<file path="config.mk">
export PLATFORM = sky130hd
export DESIGN_NAME = xphase_retimer
export DESIGN_NICKNAME = d
export VERILOG_FILES = /design/src/rtl/xpr_pkg.sv /design/src/rtl/xpr_tick_gen.sv /design/src/rtl/xpr_sampler.sv /design/src/rtl/xpr_width_meter.sv /design/src/rtl/xphase_retimer.sv
export SDC_FILE = /design/constraint.sdc
export NUM_CORES = 1
export LEC_CHECK = 0
export BUFFER_PORTS_ARGS = -buffer_cell sky130_fd_sc_hd__buf_4
export CORE_AREA = 5 5 105 107
export CTS_CLUSTER_SIZE = 10
export DETAILED_ROUTE_END_ITERATION = 6
export DIE_AREA = 0 0 110 112
export PLACE_DENSITY_LB_ADDON = 0.1
export SLEW_MARGIN = 20
export SYNTH_ARGS = -nofsm -noshare
export SYNTH_HDL_FRONTEND = slang
export SYNTH_HIERARCHICAL = 1
export SYNTH_SLANG_ARGS = --single-unit
</file>
<file path="constraint.sdc">
create_clock -name clk -period 1.8 [get_ports clk]
set_input_delay 0 -clock clk [delete_from_list [all_inputs] [get_ports clk]]
set_output_delay 0 -clock clk [all_outputs]
set_load 0.005 [all_outputs]
</file>
<file path="src/rtl/xpr_pkg.sv">
package xpr_pkg;

   // strobes marking the two edges of the 64 kHz master tick
   typedef struct packed {
      logic rise;
      logic fall;
   } tick_t;

   // width of a counter that must hold values 0..max_val
   function automatic int cnt_width(input int max_val);
      return (max_val < 2) ? 1 : $clog2(max_val + 1);
   endfunction

endpackage

</file>
<file path="src/rtl/xpr_tick_gen.sv">
module xpr_tick_gen
   import xpr_pkg::*;
#(
   parameter int TICK_DIV = 782
) (
   input  logic  clk,
   input  logic  rst,
   input  logic  en,
   output tick_t tk,
   output logic  c1,
   output logic  c2
);
   localparam int CW   = cnt_width(TICK_DIV - 1);
   localparam int HALF = TICK_DIV / 2;

   generate
      if (TICK_DIV < 4 || (TICK_DIV % 2) != 0) begin : g_bad_div
         $error("TICK_DIV must be even and at least 4");
      end
   endgenerate

   logic [CW-1:0] cnt;

   always_comb begin
      tk.rise = en && (cnt == '0);
      tk.fall = en && (cnt == CW'(HALF));
   end

   always_ff @(posedge clk) begin
      if (rst || !en) begin
         cnt <= '0;
         c1  <= 1'b0;
         c2  <= 1'b0;
      end else begin
         cnt <= (cnt == CW'(TICK_DIV - 1)) ? '0 : cnt + 1'b1;
         if (tk.rise) c1 <= ~c1;
         if (tk.fall) c2 <= ~c2;
      end
   end

   // the bit clock only moves on a master tick while enabled
   assert_c1_on_tick_R1: assert property (@(posedge clk) disable iff (rst)
      ($past(en) && !$stable(c1)) |-> $past(tk.rise));

   // the quadrature clocks never change on the same edge
   assert_quadrature_R2: assert property (@(posedge clk) disable iff (rst)
      $past(en) |-> !(!$stable(c1) && !$stable(c2)));

endmodule

</file>
<file path="src/rtl/xpr_sampler.sv">
module xpr_sampler #(
   parameter int SYNC_STAGES = 2
) (
   input  logic clk,
   input  logic rst,
   input  logic en,
   input  logic din,
   input  logic c1_up,
   input  logic c2,
   output logic rt_data,
   output logic err,
   output logic refp
);
   logic d_s;

   generate
      if (SYNC_STAGES < 0) begin : g_bad_sync
         $error("SYNC_STAGES must not be negative");
      end
      if (SYNC_STAGES == 0) begin : g_nosync
         assign d_s = din;
      end else begin : g_sync
         logic [SYNC_STAGES-1:0] sr;
         always_ff @(posedge clk) begin
            if (rst) sr <= '0;
            else     sr <= {sr[SYNC_STAGES-2 >= 0 ? SYNC_STAGES-2 : 0:0], din};
         end
         assign d_s = sr[SYNC_STAGES-1];
      end
   endgenerate

   // first stage holds the inverted data, second stage the bit before
   logic q1_n, q2_n;

   always_ff @(posedge clk) begin
      if (rst || !en) begin
         q1_n <= 1'b1;
         q2_n <= 1'b1;
      end else if (c1_up) begin
         q1_n <= ~d_s;
         q2_n <= q1_n;
      end
   end

   assign rt_data = ~q1_n;
   assign err     = en && (d_s == q1_n);
   assign refp    = en && c2 && (q1_n != q2_n);

endmodule

</file>
<file path="src/rtl/xpr_width_meter.sv">
module xpr_width_meter #(
   parameter int TICK_DIV = 782,
   parameter int PHASE_W  = 12
) (
   input  logic               clk,
   input  logic               rst,
   input  logic               en,
   input  logic               c1_up,
   input  logic               c2_down,
   input  logic               err,
   input  logic               refp,
   output logic               vld,
   output logic [PHASE_W-1:0] phase
);
   localparam int CW = xpr_pkg::cnt_width(2 * TICK_DIV + 1);

   generate
      if (PHASE_W < CW + 1) begin : g_bad_pw
         $error("PHASE_W too narrow for the width difference");
      end
   endgenerate

   logic [CW-1:0] err_cnt, err_len, ref_cnt;

   always_ff @(posedge clk) begin
      if (rst || !en) begin
         err_cnt <= '0;
         err_len <= '0;
         ref_cnt <= '0;
         vld     <= 1'b0;
         phase   <= '0;
      end else begin
         // an error pulse always closes on the bit clock rise
         if (c1_up) begin
            err_len <= err_cnt + CW'(err);
            err_cnt <= '0;
         end else begin
            err_cnt <= err_cnt + CW'(err);
         end
         // the reference pulse always closes on the quadrature fall
         if (refp && c2_down) begin
            phase   <= PHASE_W'(err_len) - PHASE_W'(ref_cnt) - PHASE_W'(1);
            vld     <= 1'b1;
            ref_cnt <= '0;
         end else begin
            ref_cnt <= ref_cnt + CW'(refp);
            vld     <= 1'b0;
         end
      end
   end

   // each phase word is flagged for a single cycle
   assert_vld_single_R6: assert property (@(posedge clk) disable iff (rst)
      vld |=> !vld);

endmodule

</file>
<file path="src/rtl/xphase_retimer.sv">
module xphase_retimer
   import xpr_pkg::*;
#(
   parameter int TICK_DIV    = 782,
   parameter int SYNC_STAGES = 2,
   parameter int PHASE_W     = cnt_width(2 * TICK_DIV + 1) + 1
) (
   input  logic               clk,
   input  logic               rst,
   input  logic               en,
   input  logic               din,
   output logic               rt_clk,
   output logic               q_clk,
   output logic               rt_data,
   output logic               err_pulse,
   output logic               ref_pulse,
   output logic               phase_vld,
   output logic [PHASE_W-1:0] phase
);
   localparam int RW = cnt_width(TICK_DIV + 1);

   tick_t tk;
   logic  c1, c2, c1_up, c2_down;

   xpr_tick_gen #(.TICK_DIV(TICK_DIV)) u_tick (
      .clk (clk),
      .rst (rst),
      .en  (en),
      .tk  (tk),
      .c1  (c1),
      .c2  (c2)
   );

   assign c1_up   = tk.rise && !c1;
   assign c2_down = tk.fall && c2;

   xpr_sampler #(.SYNC_STAGES(SYNC_STAGES)) u_samp (
      .clk     (clk),
      .rst     (rst),
      .en      (en),
      .din     (din),
      .c1_up   (c1_up),
      .c2      (c2),
      .rt_data (rt_data),
      .err     (err_pulse),
      .refp    (ref_pulse)
   );

   xpr_width_meter #(.TICK_DIV(TICK_DIV), .PHASE_W(PHASE_W)) u_meter (
      .clk     (clk),
      .rst     (rst),
      .en      (en),
      .c1_up   (c1_up),
      .c2_down (c2_down),
      .err     (err_pulse),
      .refp    (ref_pulse),
      .vld     (phase_vld),
      .phase   (phase)
   );

   assign rt_clk = c1;
   assign q_clk  = c2;

   // checker counter: length of the reference pulse in progress
   logic [RW-1:0] ref_run;
   always_ff @(posedge clk) begin
      if (rst || !en)     ref_run <= '0;
      else if (ref_pulse) ref_run <= ref_run + 1'b1;
      else                ref_run <= '0;
   end

   // a reference pulse that ends normally spans TICK_DIV cycles
   assert_ref_width_R5: assert property (@(posedge clk) disable iff (rst)
      ($past(ref_pulse) && !ref_pulse && en && $past(en)) |-> (ref_run == RW'(TICK_DIV)));

   // one cycle after a disabled edge everything is quiet
   assert_idle_quiet_R8: assert property (@(posedge clk) disable iff (rst)
      !$past(en) |-> (!rt_clk && !q_clk && !phase_vld && !rt_data));

endmodule

</file>
**Word level (Yosys, flattened, before mapping)**

Index checks and enable logic that the tools add are counted.

- Word-level logic and storage cells: 40
- Output and inout bits: 18
- Bits in registers: 62

- Add/sub/neg operators: 5
- Bitwise gates (word level): 4
- Reductions and logical operators: 15
- Equality and inequality tests: 4
- Mux-type cells: 1

Operators by type and width:

| kind | number |
|---|---|
| $add A11 B1 Y11 | 2 |
| $sub A11 B11 Y12 | 1 |
| $sub A12 B1 Y12 const B | 1 |
| $add A10 B1 Y10 const B | 1 |
| $eq A10 B10 Y1 const B | 1 |
| $eq A10 B9 Y1 const B | 1 |
| $logic_not A10 Y1 | 1 |
| $logic_and A1 B1 Y1 | 8 |
| $reduce_or A2 Y1 | 3 |
| $not A1 Y1 | 4 |
| $logic_not A1 Y1 | 2 |
| $eq A1 B1 Y1 | 1 |
| $logic_or A1 B1 Y1 | 1 |
| $mux W1 | 1 |
| $ne A1 B1 Y1 | 1 |

**Depth between registers and ports, before layout**

- Depth after elaboration: 5
- Mapped depth: 9
- Mapped depth without buffers: 9

**Hierarchy**

The synthesis kept the hierarchy.

Modules (own cells, without submodules):

| module | area an instance (um^2) | cells an instance | seq. area each (um^2) | instances |
|---|---|---|---|---|
| xpr_width_meter | 2,144.6 | 240 | 920.9 | 1 |
| xpr_tick_gen | 605.6 | 67 | 240.2 | 1 |
| xpr_sampler | 160.2 | 16 | 80.1 | 1 |
| xphase_retimer | 20.0 | 2 | 0.0 | 1 |

**Worst setup path after synthesis**

Ideal clock, no wire load.

- Kind: register to register
- Start point: reg u_meter.ref_cnt[0]
- End point: reg u_meter.phase[10]
- Cell stages (with the launch flop): 10
- Arrival: 1.845 ns
- Library setup time: 0.117 ns
- Setup slack: -0.162 ns
- Cells stage by stage: dfxtp_1 inv_1 ha_1 inv_1 fa_1 nor2b_2 o2111ai_2 a211oi_1 o21ai_0 a32o_1

- Longest elaborated chain between the ends: 2

RTL lines:

| item | RTL line | RTL |
|---|---|---|
| from (decl) | xpr_width_meter.sv:23 | `logic [CW-1:0] err_cnt, err_len, ref_cnt;` |
| from (signal assigned) | xpr_width_meter.sv:46 | `ref_cnt <= ref_cnt + CW'(refp);` |
| $sub A11 B11 Y12 | xpr_width_meter.sv:42 | `phase <= PHASE_W'(err_len) - PHASE_W'(ref_cnt) - PHASE_W'(1);` |
| $sub A12 B1 Y12 | xpr_width_meter.sv:42 |  |
| to (signal assigned) | xpr_width_meter.sv:42 |  |
| to (decl) | xpr_width_meter.sv:13 | `output logic [PHASE_W-1:0] phase` |

Every way passes these cells.
A chain may end at the register's enable or synchronous reset.

**Final worst setup path**

Same ends and word-level chain as after synthesis.

==> impl_results.md <==
- Vias in the first global route: 2359
- Area share of the leading cell type in the synthesized netlist: 0.4236
- Die Ht: 112 um
- YS warnings: 6
- Max stage delay on crit path: 0.35 ns
- Failing checks: setup timing
- Achievable Freq: 524.3 MHz
- Vias per cell: 4.482
- Switching share of power: 0.2461
- Dpl hpwl: 4919 um
- PortBufs: 21
- Largest net degree at the start of global routing: 19
- Clock buffer count from CTS: 9
- # diodes: 0
- ANT nets after route: 0
- Synth top area cells: dfxtp_1 42%, ha_1 7.7%, xnor2_1 5.4%
- Gp weighted congestion: 0.7145
- Clock share of power: 0.412
- Flop2flop setup slack: -0.11 ns
- CTS sink cnt: 62
- Worst Clk Skew: 0.01553 ns
- CP endpoint kind: flop
- Starting Density: 0.2917
- Net switching power: 732.2 uW
- Worst-margin pin slew: 0.4827 ns
- Crit path DAT: 2.14 ns
- Clock Tree Buf Depth: 2
- Worst hold endpoint: u_samp/g_sync.sr[1]$_SDFF_PP0_
- R2R depth: 9
- Rows: 37
- Primary FF master, synth: dfxtp_1
- GRT overflow: 0
- Leakage: 0.001733 uW
- Worst R2R Start: u_meter/ref_cnt[0]$_SDFF_PP0_
- CP Max Fanout: 3
- Worst Min Path Start: rst
- Final slew viol count: 0
- Net Count, Synth: 348
- Final nets: 427
- Seq/Total Area, Yosys: 0.4236
- Peak supply drop: 449.9 uV
- Clk pin slew, worst setup/hold paths: 0.08 ns
- Post-Syn Instances: 325
- Reg power frac: 0.471
- RSZ-0062 raised after global routing: yes
- Comb power frac: 0.117
- Reg2reg end: u_meter/phase[10]$_SDFFE_PP0P_
- # Max-Cap Violations: 0
- Yosys top cell by area: dfxtp_1
- Share of layout cells above drive strength 1: 0.3701
- Most frequent cells after synthesis: 62 x dfxtp_1, 37 x nor2_1, 24 x nand2_1
- Layout Cells excl Fill: 544
- Fin. Hold Viols: 0
- First-pass GRT wire length: 11130 um
- CP Buf/Inv Count: 2
- Via Count: 2438
- Slew HR: 0.6782
- Area Overhead vs Synth: 44.88%
- CTS Root Cell: clkbuf_8
- Crit path launch type: flop
- Mapped Area: 0.002930 sq mm
- Distinct cells, synth: 49
- Fin crit share: 1.060
- CP top delay family: compound AO/OA/AOI/OAI gates
- Residual DRC count: 0
- GRT Total Usage: 0.1158
- Die W: 110 um
- CTS tree: built
- WL per Instance: 12.65 um
- Die ar.: 0.01232 sq mm
- Setup TNS Final: -0.2033 ns
- Max H-tree Level: 3
- Min Hold Slack: 0.4143 ns
- Synthesized area per cell: 9.016 sq um
- Asr flop ratio synth: 0
- Yosys reg bits: 62
- Final setup vio count: 2
- Setup CP Type: flop to flop
- Worst hold path cell count: 3
- Core area: 0.01005 sq mm
- Initial antenna violation count: 0
- Clock latency on the worst-skew pair: 0.35 ns
- Final Critical Period: 1.907 ns
- P per Cell Area: 700.8 mW/mm^2
- Required time of the critical path: 2.03 ns
- Crit path max-delay cell type: or3_1
- Total wire length: 6884 um
- Post-route setup slack: -0.1073 ns
- IO Pins: 22
- Critical path, cell by cell: inv_2, ha_4, inv_2, fa_2, nor2b_4, o2111ai_4, a211oi_2, or3_1, a32o_1
- DRT iter0 DRCs: 76
- P_int: 2243 uW
- TritonRoute pass-1 iters: 4
- EDFF count, synth: 0
- Most numerous cell in the Yosys netlist: dfxtp_1
- Type of the worst min-delay path: input pin to flop
- Status: finished with violations
- Dpl cells: 511
- Worst path most repeated cell: inv_2
==> tightest hold or removal path: cells and delay by family <==
kind | cells | cell delay (ns)
buf+inv | 2 | 0.68
simple gates | 1 | 0.05
==> power groups by stage <==
stage                     Sequential (uW)  Clock [uW]  Combinational, uW
final                                1400        1220                349
after CTS                            1400        1270                296
after floorplan                      1430           0                177
after detailed placement             1430           0                276
after global routing                 1400        1330                383
after global placement               1430           0                277
==> worst max-delay path by stage <==
stage | start | cells after the start | slack, ns | to
finish | u_meter/ref_cnt[0]$_SDFF_PP0_ | 9 | -0.11 | u_meter/phase[10]$_SDFFE_PP0P_
global route | u_meter/ref_cnt[0]$_SDFF_PP0_ | 9 | -0.17 | u_meter/phase[10]$_SDFFE_PP0P_
CTS | u_meter/ref_cnt[0]$_SDFF_PP0_ | 9 | -0.14 | u_meter/phase[10]$_SDFFE_PP0P_
detailed placement | u_meter/ref_cnt[0]$_SDFF_PP0_ | 9 | -0.14 | u_meter/phase[10]$_SDFFE_PP0P_
global placement | u_samp/q1_n$_SDFFE_PP1P_ | 8 | -0.1 | u_meter/err_len[10]$_SDFFE_PP0P_
floorplan | u_meter/ref_cnt[0]$_SDFF_PP0_ | 9 | -0.04 | u_meter/phase[10]$_SDFFE_PP0P_
==> kinds of logic after synthesis <==
kind of cell             Yosys count  synth area share
flip-flops                        62            0.4236
multiplexers                       5           0.01708
AO/OA/AOI/OAI                     61            0.1383
adder cells (fa/ha/maj)           19           0.08369
AND/OR/NAND/NOR                  118            0.2067
XOR/XNOR                          30           0.08967
buffers and inverters             30           0.04099
==> cell type report <==
type | instances | area [sq um]
Clock inverter | 4 | 47.55
Fill cell | 1009 | 5801
Inverter | 20 | 75.07
Timing Repair Buffer | 78 | 693.2
Tap cell | 136 | 170.2
Clock buffer | 11 | 141.4
Multi-Input combinational cell | 233 | 1863
Sequential cell | 62 | 1255
==> flip-flops by register name, summed over array words and instances, names as in the netlist, 2 cells and up <==
register / cells
u_meter/err_cnt: 11
u_samp/g_sync.sr: 2
u_meter/ref_cnt: 11
u_meter/phase: 12
u_tick/cnt: 10
u_meter/err_len: 11
==> metal layers <==
layer | vias to the layer above | part of all wire | track usage
li1 | 1266 | - | -
met1 | 1122 | 0.45 | 0.1412
met2 | 38 | 0.50 | 0.1889
met3 | 12 | 0.032 | 0.03130
met4 | 0 | 0.016 | 0.04988
met5 | - | 0 | 0
==> per-stage QoR <==
stage	cell area, sq um	util	power (uW)	worst slack [ns]
after floorplan	2983	-	1606	-0.03612
after global placement	3596	0.3580	1708	-0.09917
after detailed placement	3596	0.3580	1708	-0.1406
after CTS	3920	0.3902	2966	-0.1418
after global routing	4245	0.4226	3116	-0.1720
final	4245	0.4226	2975	-0.1073
==> placed cells by master (no fill, tap or decap), types with 6 or more instances in the layout <==
cell type	instances
ha_1	11
o21ai_0	8
buf_4	63
nand3_1	10
inv_1	15
xor2_1	10
a21o_1	6
dfxtp_2	8
dfxtp_1	53
xnor2_1	13
nand2_1	21
a21oi_1	12
nor2_1	34
ha_4	7
o21ai_1	11
clkbuf_8	10
and3_1	6
==> what timing repair did <==
action                                  in CTS  in global routing
resized for setup                           22                 38
endpoints found under the setup margin      14                 44
pin swaps                                   12                 24
hold buffers                                 4                  0
endpoints found under the hold margin        6                  0
cloned                                       0                  3
buffers inserted                             2                 10
(Power assumes the default switching activity.)
